[config.mk]
export PLATFORM = sky130hd
export DESIGN_NAME = acc_alu
export DESIGN_NICKNAME = d
export VERILOG_FILES = /design/src/rtl/acc_alu_pkg.sv /design/src/rtl/acc_alu_dec.sv /design/src/rtl/acc_alu_pre.sv /design/src/rtl/acc_alu_post.sv /design/src/rtl/acc_alu.sv
export SDC_FILE = /design/constraint.sdc
export NUM_CORES = 1
export LEC_CHECK = 0
export CORE_UTILIZATION = 59
export CTS_CLUSTER_SIZE = 40
export DETAILED_ROUTE_END_ITERATION = 7
export MAX_ROUTING_LAYER = met4
export PLACE_DENSITY = 0.86
export SYNTH_ARGS = -nofsm -noshare
export SYNTH_HDL_FRONTEND = slang
export SYNTH_SLANG_ARGS = --single-unit
[constraint.sdc]
create_clock -name clk -period 8.3 [get_ports clk]
set_input_delay 1.66 -clock clk [delete_from_list [all_inputs] [get_ports clk]]
set_output_delay 1.66 -clock clk [all_outputs]
set_load 0.01 [all_outputs]
[src/rtl/acc_alu_pkg.sv]
package acc_alu_pkg;
  localparam int unsigned DW  = 8;
  localparam int unsigned OPW = 5;

  typedef logic [DW-1:0] byte_t;

  typedef enum logic [OPW-1:0] {
    OP_LD_A  = 5'h00, OP_LD_X  = 5'h01, OP_LD_Y  = 5'h02,
    OP_ADD   = 5'h03, OP_SUB   = 5'h04,
    OP_AND   = 5'h05, OP_OR    = 5'h06, OP_XOR   = 5'h07,
    OP_SHL   = 5'h08, OP_SHR   = 5'h09, OP_RTL   = 5'h0A, OP_RTR = 5'h0B,
    OP_BIT   = 5'h0C,
    OP_CMP_A = 5'h0D, OP_CMP_X = 5'h0E, OP_CMP_Y = 5'h0F,
    OP_INC   = 5'h10, OP_DEC   = 5'h11,
    OP_SHL_OR = 5'h12, OP_RTL_AND = 5'h13, OP_SHR_XOR = 5'h14,
    OP_RTR_ADD = 5'h15, OP_DEC_CMP = 5'h16, OP_INC_SUB = 5'h17,
    OP_LD_AX = 5'h18
  } op_e;

  typedef enum logic [2:0] {
    PRE_PASS, PRE_SHL, PRE_SHR, PRE_RTL, PRE_RTR, PRE_INC, PRE_DEC
  } pre_e;

  typedef enum logic [2:0] {
    POST_NONE, POST_LOAD, POST_ADD, POST_AND, POST_OR, POST_XOR, POST_BIT, POST_CMP
  } post_e;

  typedef enum logic [1:0] { SEL_A, SEL_X, SEL_Y } sel_e;

  typedef struct packed {
    logic  valid;
    pre_e  pre;
    post_e post;
    logic  inv;
    sel_e  cmp_sel;
    logic  wr_a;
    logic  wr_x;
    logic  wr_y;
    logic  rmw;
  } ctrl_t;

  typedef struct packed {
    logic n;
    logic v;
    logic z;
    logic c;
  } flags_t;

  typedef struct packed {
    byte_t sum;
    logic  c;
    logic  v;
  } add_t;

  function automatic add_t add_bytes(byte_t a, byte_t b, logic cin);
    logic [DW:0] wide;
    add_t r;
    wide  = {1'b0, a} + {1'b0, b} + {{DW{1'b0}}, cin};
    r.sum = wide[DW-1:0];
    r.c   = wide[DW];
    r.v   = (a[DW-1] == b[DW-1]) && (r.sum[DW-1] != a[DW-1]);
    return r;
  endfunction

  // returns {c, z, n}
  function automatic logic [2:0] cmp_bytes(byte_t u, byte_t v);
    byte_t diff;
    diff = u - v;
    return {u >= v, u == v, diff[DW-1]};
  endfunction
endpackage

[src/rtl/acc_alu_dec.sv]
module acc_alu_dec
  import acc_alu_pkg::*;
(
  input  logic [OPW-1:0] op_i,
  output ctrl_t          ctrl_o
);
  always_comb begin
    ctrl_o         = '0;
    ctrl_o.valid   = 1'b1;
    ctrl_o.pre     = PRE_PASS;
    ctrl_o.post    = POST_NONE;
    ctrl_o.cmp_sel = SEL_A;
    case (op_e'(op_i))
      OP_LD_A:    begin ctrl_o.post = POST_LOAD; ctrl_o.wr_a = 1'b1; end
      OP_LD_X:    begin ctrl_o.post = POST_LOAD; ctrl_o.wr_x = 1'b1; end
      OP_LD_Y:    begin ctrl_o.post = POST_LOAD; ctrl_o.wr_y = 1'b1; end
      OP_ADD:     begin ctrl_o.post = POST_ADD; ctrl_o.wr_a = 1'b1; end
      OP_SUB:     begin ctrl_o.post = POST_ADD; ctrl_o.inv = 1'b1; ctrl_o.wr_a = 1'b1; end
      OP_AND:     begin ctrl_o.post = POST_AND; ctrl_o.wr_a = 1'b1; end
      OP_OR:      begin ctrl_o.post = POST_OR;  ctrl_o.wr_a = 1'b1; end
      OP_XOR:     begin ctrl_o.post = POST_XOR; ctrl_o.wr_a = 1'b1; end
      OP_SHL:     begin ctrl_o.pre = PRE_SHL; ctrl_o.rmw = 1'b1; end
      OP_SHR:     begin ctrl_o.pre = PRE_SHR; ctrl_o.rmw = 1'b1; end
      OP_RTL:     begin ctrl_o.pre = PRE_RTL; ctrl_o.rmw = 1'b1; end
      OP_RTR:     begin ctrl_o.pre = PRE_RTR; ctrl_o.rmw = 1'b1; end
      OP_BIT:     ctrl_o.post = POST_BIT;
      OP_CMP_A:   ctrl_o.post = POST_CMP;
      OP_CMP_X:   begin ctrl_o.post = POST_CMP; ctrl_o.cmp_sel = SEL_X; end
      OP_CMP_Y:   begin ctrl_o.post = POST_CMP; ctrl_o.cmp_sel = SEL_Y; end
      OP_INC:     begin ctrl_o.pre = PRE_INC; ctrl_o.rmw = 1'b1; end
      OP_DEC:     begin ctrl_o.pre = PRE_DEC; ctrl_o.rmw = 1'b1; end
      OP_SHL_OR:  begin ctrl_o.pre = PRE_SHL; ctrl_o.post = POST_OR;  ctrl_o.wr_a = 1'b1; ctrl_o.rmw = 1'b1; end
      OP_RTL_AND: begin ctrl_o.pre = PRE_RTL; ctrl_o.post = POST_AND; ctrl_o.wr_a = 1'b1; ctrl_o.rmw = 1'b1; end
      OP_SHR_XOR: begin ctrl_o.pre = PRE_SHR; ctrl_o.post = POST_XOR; ctrl_o.wr_a = 1'b1; ctrl_o.rmw = 1'b1; end
      OP_RTR_ADD: begin ctrl_o.pre = PRE_RTR; ctrl_o.post = POST_ADD; ctrl_o.wr_a = 1'b1; ctrl_o.rmw = 1'b1; end
      OP_DEC_CMP: begin ctrl_o.pre = PRE_DEC; ctrl_o.post = POST_CMP; ctrl_o.rmw = 1'b1; end
      OP_INC_SUB: begin ctrl_o.pre = PRE_INC; ctrl_o.post = POST_ADD; ctrl_o.inv = 1'b1;
                        ctrl_o.wr_a = 1'b1; ctrl_o.rmw = 1'b1; end
      OP_LD_AX:   begin ctrl_o.post = POST_LOAD; ctrl_o.wr_a = 1'b1; ctrl_o.wr_x = 1'b1; end
      default:    ctrl_o.valid = 1'b0;
    endcase
  end
endmodule

[src/rtl/acc_alu_pre.sv]
module acc_alu_pre
  import acc_alu_pkg::*;
(
  input  byte_t din_i,
  input  logic  cin_i,
  input  pre_e  sel_i,
  output byte_t dout_o,
  output logic  cout_o
);
  always_comb begin
    dout_o = din_i;
    cout_o = cin_i;
    case (sel_i)
      PRE_SHL: begin dout_o = {din_i[DW-2:0], 1'b0};  cout_o = din_i[DW-1]; end
      PRE_SHR: begin dout_o = {1'b0, din_i[DW-1:1]};  cout_o = din_i[0];    end
      PRE_RTL: begin dout_o = {din_i[DW-2:0], cin_i}; cout_o = din_i[DW-1]; end
      PRE_RTR: begin dout_o = {cin_i, din_i[DW-1:1]}; cout_o = din_i[0];    end
      PRE_INC: dout_o = din_i + byte_t'(1);
      PRE_DEC: dout_o = din_i - byte_t'(1);
      default: ;
    endcase
  end
endmodule

[src/rtl/acc_alu_post.sv]
module acc_alu_post
  import acc_alu_pkg::*;
(
  input  post_e  sel_i,
  input  byte_t  src_i,
  input  byte_t  acc_i,
  input  byte_t  cmp_val_i,
  input  flags_t flags_i,
  input  logic   mid_c_i,
  output byte_t  val_o,
  output flags_t flags_o
);
  add_t       sum_w;
  logic [2:0] cmp_w;

  assign sum_w = add_bytes(acc_i, src_i, mid_c_i);
  assign cmp_w = cmp_bytes(cmp_val_i, src_i);

  always_comb begin
    flags_o   = flags_i;
    flags_o.c = mid_c_i;
    val_o     = src_i;
    case (sel_i)
      POST_LOAD: val_o = src_i;
      POST_AND:  val_o = acc_i & src_i;
      POST_OR:   val_o = acc_i | src_i;
      POST_XOR:  val_o = acc_i ^ src_i;
      POST_ADD:  begin val_o = sum_w.sum; flags_o.c = sum_w.c; flags_o.v = sum_w.v; end
      POST_BIT:  val_o = acc_i;
      POST_CMP:  val_o = acc_i;
      default:   val_o = src_i;
    endcase
    case (sel_i)
      POST_BIT: begin
        flags_o.z = ((acc_i & src_i) == '0);
        flags_o.v = src_i[DW-2];
        flags_o.n = src_i[DW-1];
      end
      POST_CMP: begin
        flags_o.c = cmp_w[2];
        flags_o.z = cmp_w[1];
        flags_o.n = cmp_w[0];
      end
      default: begin
        flags_o.z = (val_o == '0);
        flags_o.n = val_o[DW-1];
      end
    endcase
  end
endmodule

[src/rtl/acc_alu.sv]
module acc_alu
  import acc_alu_pkg::*;
(
  input  logic           clk,
  input  logic           rst_n,
  input  logic [OPW-1:0] op_i,
  input  logic [DW-1:0]  operand_i,
  input  logic           wr_en_i,
  output logic [DW-1:0]  result_o,
  output logic [DW-1:0]  acc_o,
  output logic [DW-1:0]  x_o,
  output logic [DW-1:0]  y_o,
  output logic [3:0]     flags_o
);
  ctrl_t  ctrl_w;
  byte_t  acc_q, x_q, y_q;
  flags_t flags_q, flags_nxt_w;
  byte_t  mid_w, src_w, post_w, cmp_val_w;
  logic   mid_c_w;
  logic   op_valid_w;
  logic   commit_w;

  acc_alu_dec u_dec (
    .op_i   (op_i),
    .ctrl_o (ctrl_w)
  );

  acc_alu_pre u_pre (
    .din_i  (operand_i),
    .cin_i  (flags_q.c),
    .sel_i  (ctrl_w.pre),
    .dout_o (mid_w),
    .cout_o (mid_c_w)
  );

  assign src_w = ctrl_w.inv ? ~mid_w : mid_w;

  always_comb begin
    case (ctrl_w.cmp_sel)
      SEL_X:   cmp_val_w = x_q;
      SEL_Y:   cmp_val_w = y_q;
      default: cmp_val_w = acc_q;
    endcase
  end

  acc_alu_post u_post (
    .sel_i     (ctrl_w.post),
    .src_i     (src_w),
    .acc_i     (acc_q),
    .cmp_val_i (cmp_val_w),
    .flags_i   (flags_q),
    .mid_c_i   (mid_c_w),
    .val_o     (post_w),
    .flags_o   (flags_nxt_w)
  );

  assign op_valid_w = ctrl_w.valid;
  assign commit_w   = wr_en_i & op_valid_w;

  always_ff @(posedge clk) begin
    if (!rst_n) begin
      acc_q   <= '0;
      x_q     <= '0;
      y_q     <= '0;
      flags_q <= '0;
    end else if (commit_w) begin
      if (ctrl_w.wr_a) acc_q <= post_w;
      if (ctrl_w.wr_x) x_q   <= post_w;
      if (ctrl_w.wr_y) y_q   <= post_w;
      flags_q <= flags_nxt_w;
    end
  end

  assign result_o = ctrl_w.rmw ? mid_w : '0;
  assign acc_o    = acc_q;
  assign x_o      = x_q;
  assign y_o      = y_q;
  assign flags_o  = flags_q;
endmodule

==> qor.yml, run 1 <==
die_w_um: 77.52
portBuffers: 51
clk_pin_slew_ns: 0.09
fin_setup_tns_ns: 0
crit_chain: "clkdlybuf4s50_1 > nand2b_1 > nor2_1 > ha_1 > o21ai_0 > a21oi_1 > o22ai_1 > xnor2_1 > mux2i_1 > o21ai_0 > clkdlybuf4s50_1"
initial_core_util: 0.6110
drv_cap: 0
h-tree-depth: 1
synth_commonest_cells: "nor2_1, ha_1, dfxtp_1, inv_1, a21oi_1"
cts-root-buf: "clkbuf_8"
layout-drive-gt1-share: 0.04915
yosysUniqueCellTypes: 67
leakage_nw: 1.715
cp.arrival_ns: 5.32
power_density_mw_per_mm2: 117.2
core-area_mm2: 0.005507
dr.first_iter.drc_count: 284
slew_headroom: 0.3590
overflow: 0
cts_hold_buf: 0
synthesis.area_mm2: 0.003364
avgSynthCellArea_um2: 7.788
synth_most_common_cell: "nor2_1"
die_area_mm2: 0.006009
max_freq_mhz: 143.2
end_kind: "output port"
fin_util: 0.7130
dp.cells: 536
synthCells: 432
cts_buffers: 3
die_h_um: 77.52
syn_nets: 484
max_stage_delay_ns: 0.96
clock_path_buffers: 2
postCtsSetupBuffers: 0
clock-sinks: 28
vdd_ir_drop_max_mv: 0.09550
post-place-ws_ns: 1.336
finalPower_uw: 460.3
antenna_found_initial: 0
dp_hpwl_um: 7091
fin_crit_sh: 0.8411
globalplace.congestion: 0.9648
skew_ns: 0.007408
yosysWarningCount: 0
drv_slew: 0
synth_flop_cell: "dfxtp_1"
layout_min_cycle_time_ns: 6.981
crit_family: "buffers and inverters"
grt_pass1_wl_um: 15110
crit_type: "in -> out"
synth_edf_count: 0
rows: 27
vias: 3451
io_pins: 52
worstSkewPairLatency_ns: 0.28
path_max_fanout: 23
synth_top_cell_area_share: 0.1666
track_usage: 0.3200
cpMaxStageDelayCell: "clkdlybuf4s50_1"
dr.pass1.iters: 4
fin_nets: 521
ys_top_cells_by_area: "dfxtp_1, ha_1, mux2i_1, nor2_1, a22oi_1"
drt-vias-per-instance: 6.391
startpoint_type: "input pin"
worst_slack_ns: 1.319
synth-seq-cells: 28
synth_largest_area_cell: "dfxtp_1"
wl_um: 9435
ant_nets: 0
fillers: 449
grt_max_degree: 28
synthArstFlopShare: 0
cp_num_buf_inv: 2
grt_pass1_vias: 3201
post_drt_wl_per_cell_um: 17.47
rsz0062_at_grt: "false"
cp.required_ns: 6.64
cts_tree: "yes"
n_antenna_cell: 0
worstMarginPinSlew_ns: 0.9594
hold_violations: 0
setup_viol: 0
hold_class: "reg -> reg"
cts.repair.resized: 0
final_cells: 540
status: "complete, no violations"
yosysSeqAreaShare: 0.1666
area_growth_pct: 16.70
drc: 0
flip-flops by register name, summed over array words and instances (netlist names):
register and flops:
acc_o 8, flags_o 4, x_o 8, y_o 8
stage by stage:
step / area, um2 / hold slack (ns)
after floorplan: 3364 / 0.4709
after global placement: 3855 / 0.4884
after detailed placement: 3855 / 0.4918
after CTS: 3926 / 0.5041
after global routing: 3926 / 0.5302
final: 3926 / 0.5115
metal layers:
metal	track usage	vias up	routed length [um]
li1	-	1651	-
met1	0.4137	1622	4018
met2	0.4982	152	4431
met3	0.04706	26	711
met4	0.1321	0	273
met5	-	-	0
power by group:
part / internal [mW] / leakage [nW] / switching, mW
Combinational: 0.0875 / 1.45 / 0.119
Sequential: 0.139 / 0.227 / 0.00638
Clock: 0.0647 / 0.0357 / 0.0442
Total: 0.291 / 1.71 / 0.169
worst register-to-register path, stage by stage, from the launching register on:
cell and delay (ns):
dfxtp_1 0.47, o211ai_1 0.23, a41oi_1 0.35, xor2_1 0.22, fa_1 0.53, fa_1 0.45
a211oi_1 0.31, o21bai_1 0.12, a21oi_1 0.25, xnor2_1 0.16, nand2_1 0.07, a32oi_1 0.47
nor2_1 0.12, a41o_1 0.27
placed cells by master (no fill, tap or decap), drive strengths merged, types with 12 or more instances in the layout:
cell type      instances
ha                    33
a21oi                 26
mux2i                 22
o21ai                 32
a22oi                 18
inv                   27
nand2                 20
clkdlybuf4s50         51
xor2                  12
nor2                  54
dfxtp                 28
cell type report:
| type | instances | area [um2] | share of cell area |
|---|---|---|---|
| inverter | 27 | 101.3 | 0.02581 |
| timing repair buffer | 54 | 533.0 | 0.1358 |
| sequential | 28 | 560.5 | 0.1428 |
| tap | 72 | 90.09 | 0.02294 |
| multi-input combinational | 355 | 2570 | 0.6546 |
| clock buffer | 3 | 41.29 | 0.01052 |
| clock inverter | 1 | 30.03 | 0.007648 |
final timing paths:
| path | from | endpoint | slack, ns | cells after the start |
|---|---|---|---|---|
| hold reg to reg | x_o[7]$_SDFFE_PN0P_ | x_o[7]$_SDFFE_PN0P_ | 0.51 | 2 |
| setup / recovery | op_i[4] | result_o[7] | 1.32 | 11 |
| setup reg to reg | flags_o[0]$_SDFFE_PN0P_ | flags_o[1]$_SDFFE_PN0P_ | 4.20 | 13 |
| hold / removal | x_o[7]$_SDFFE_PN0P_ | x_o[7]$_SDFFE_PN0P_ | 0.51 | 2 |
kinds of logic (layout without fill, tap and decap cells):
family          Yosys count  in the layout  share of synthesized area
simple gates            133            133                     0.1993
flops                    28             28                     0.1666
compound gates          142            142                     0.3012
buf+inv                  49             85                    0.06954
fa+ha+maj                36             36                     0.1406
mux                      22             22                    0.06545
xor+xnor                 22             22                    0.05727
Power figures use the tool's default switching activity.
==> run 2: changes to the inputs <==
- CORE_UTILIZATION: 59 -> 50
- PLACE_DENSITY: 0.86 -> 0.78
- clock period: 8.3 -> 6.1 ns (I/O delays scaled with it)
==> run 2 against run 1 <==
Net effect: the flow now finishes with violations (design-rule violations); setup slack got worse by 0.90 ns; critical path depth increased by 9; final cell count increased by 3.1%; clock skew about the same; core utilization decreased by 8.9 points; clock-buffer cell count increased by 1; cell area increased by 2.1%; register-to-register slack got worse by 2.0 ns; sequential cell count unchanged; combinational power increased by 41%.
==> qor.yml, run 2 (same netlist as run 1, synthesis figures left out) <==
status: "finished, violations left"
violations: "design-rule violations"
cts_buffers: 3
fin_crit_sh: 0.9310
grt_pass1_wl_um: 16550
globalplace.congestion: 0.9684
worstSkewPairLatency_ns: 0.28
path_max_fanout: 5
worstMarginPinSlew_ns: 0.7482
vias: 3487
cpMostUsedCell: "a21oi_1"
grt_max_degree: 26
layout-drive-gt1-share: 0.07500
overflow: 0
cts_hold_buf: 0
rows: 29
cp.required_ns: 6.32
startpoint_type: "input pin"
drt-vias-per-instance: 6.260
track_usage: 0.2953
power_density_mw_per_mm2: 150.5
dr.first_iter.drc_count: 205
clk_pin_slew_ns: 0.10
layout_common_cells: "nor2_1, clkdlybuf4s50_1, ha_1"
crit_family: "compound AO/OA/AOI/OAI gates"
drc: 8
core-area_mm2: 0.006422
die_area_mm2: 0.007061
drv_cap: 0
cpMaxStageDelayCell: "clkdlybuf4s50_1"
ant_nets: 0
max_freq_mhz: 176.1
clock_path_buffers: 2
slew_headroom: 0.5007
clock-sinks: 28
dr.pass1.iters: 7
area_growth_pct: 19.15
skew_ns: 0.007696
die_w_um: 84.03
dp_hpwl_um: 7738
fin_util: 0.6242
leakage_nw: 1.767
fin_setup_tns_ns: 0
end_kind: "flip-flop"
post_drt_wl_per_cell_um: 17.90
final_common_cell: "nor2_1"
crit_type: "in -> reg"
layout_min_cycle_time_ns: 5.679
max_stage_delay_ns: 0.50
setup_viol: 0
cp_num_buf_inv: 2
whs_ns: 0.5010
io_pins: 52
n_antenna_cell: 0
wl_um: 9970
rsz0062_at_grt: "false"
hold_violations: 0
cts-root-buf: "clkbuf_8"
fin_nets: 533
cp.arrival_ns: 5.90
crit_chain: "clkdlybuf4s50_1 > inv_1 > nor3_1 > a21oi_1 > nor2_2 > ha_1 > a211oi_1 > o21ai_0 > a311oi_1 > o21ai_1 > a21oi_1 > xor2_1 > ha_1 > a21oi_1 > o31ai_2 > xor2_1 > a221o_1 > a21o_1 > o211ai_1 > a41o_1"
portBuffers: 51
antenna_found_initial: 0
initial_core_util: 0.5239
vdd_ir_drop_max_mv: 0.1110
drv_slew: 0
hold_class: "reg -> reg"
grt_pass1_vias: 3337
h-tree-depth: 1
die_h_um: 84.03
cts_tree: "yes"
## run 2: cell count changes in the layout (fill, tap and decap cells not counted), sizes merged
cell,previous run,this run
buf,3,15
clkbuf,3,4
bufinv,1,0
## run 2: stage by stage
stage / power [mW] / worst slack, ns / instances / area, um2
after CTS: 0.5989 / 0.3451 / 557 / 4006
after global placement: 0.4794 / 0.1712 / 553 / 3951
after detailed placement: 0.4861 / 0.05921 / 553 / 3951
after global routing: 0.6410 / 0.009365 / 557 / 4009
final: 0.6033 / 0.4207 / 557 / 4009
after floorplan: 0.3955 / 0.6112 / 432 / 3364
## run 2: per-layer routing
layer,global-route usage,wire (um),up-vias
met2,0.4821,4765,124
met1,0.3921,4541,1663
met3,0.02770,510,16
met5,-,0,-
met4,0.07524,153,0
li1,-,-,1684
## run 2: area by class of cell
type	instances	area [um2]
inverters	27	101.3
fillers	603	2414
flip-flops and latches	28	560.5
repair buffers	66	623.1
well taps	77	96.34
clock buffers	4	55.05
multi-input cells	355	2572
## run 2: worst register-to-register path: stages (launching register included)
cell and delay, ns:
dfxtp_1 0.46, o211ai_1 0.22, a41oi_1 0.42, xor2_1 0.22
fa_1 0.49, fa_1 0.45, a211oi_1 0.31, o21bai_1 0.12
a21oi_1 0.24, xnor2_1 0.16, nand2_1 0.07, a32oi_1 0.30
nor2_1 0.08, a41o_1 0.26
## run 2: worst paths after layout
check,startpoint,to,slack (ns),cells past startpoint
worst max register to register,flags_o[0]$_SDFFE_PN0P_,flags_o[1]$_SDFFE_PN0P_,2.20,13
worst max-delay path,op_i[0],flags_o[1]$_SDFFE_PN0P_,0.42,20
worst min register to register,y_o[7]$_SDFFE_PN0P_,y_o[7]$_SDFFE_PN0P_,0.50,2
worst min-delay path,y_o[7]$_SDFFE_PN0P_,y_o[7]$_SDFFE_PN0P_,0.50,2
## run 2: what timing repair did
action	in CTS	in global routing
setup endpoints to repair	0	5
buffers inserted	0	0
endpoints found under the hold margin	0	0
gates resized for setup	0	1
## run 2: power breakdown
group          internal [mW]  leakage [nW]  switching [mW]
sequential             0.189         0.227         0.00912
clock                 0.0579        0.0288          0.0579
combinational          0.125          1.51           0.165
total                  0.372          1.77           0.232
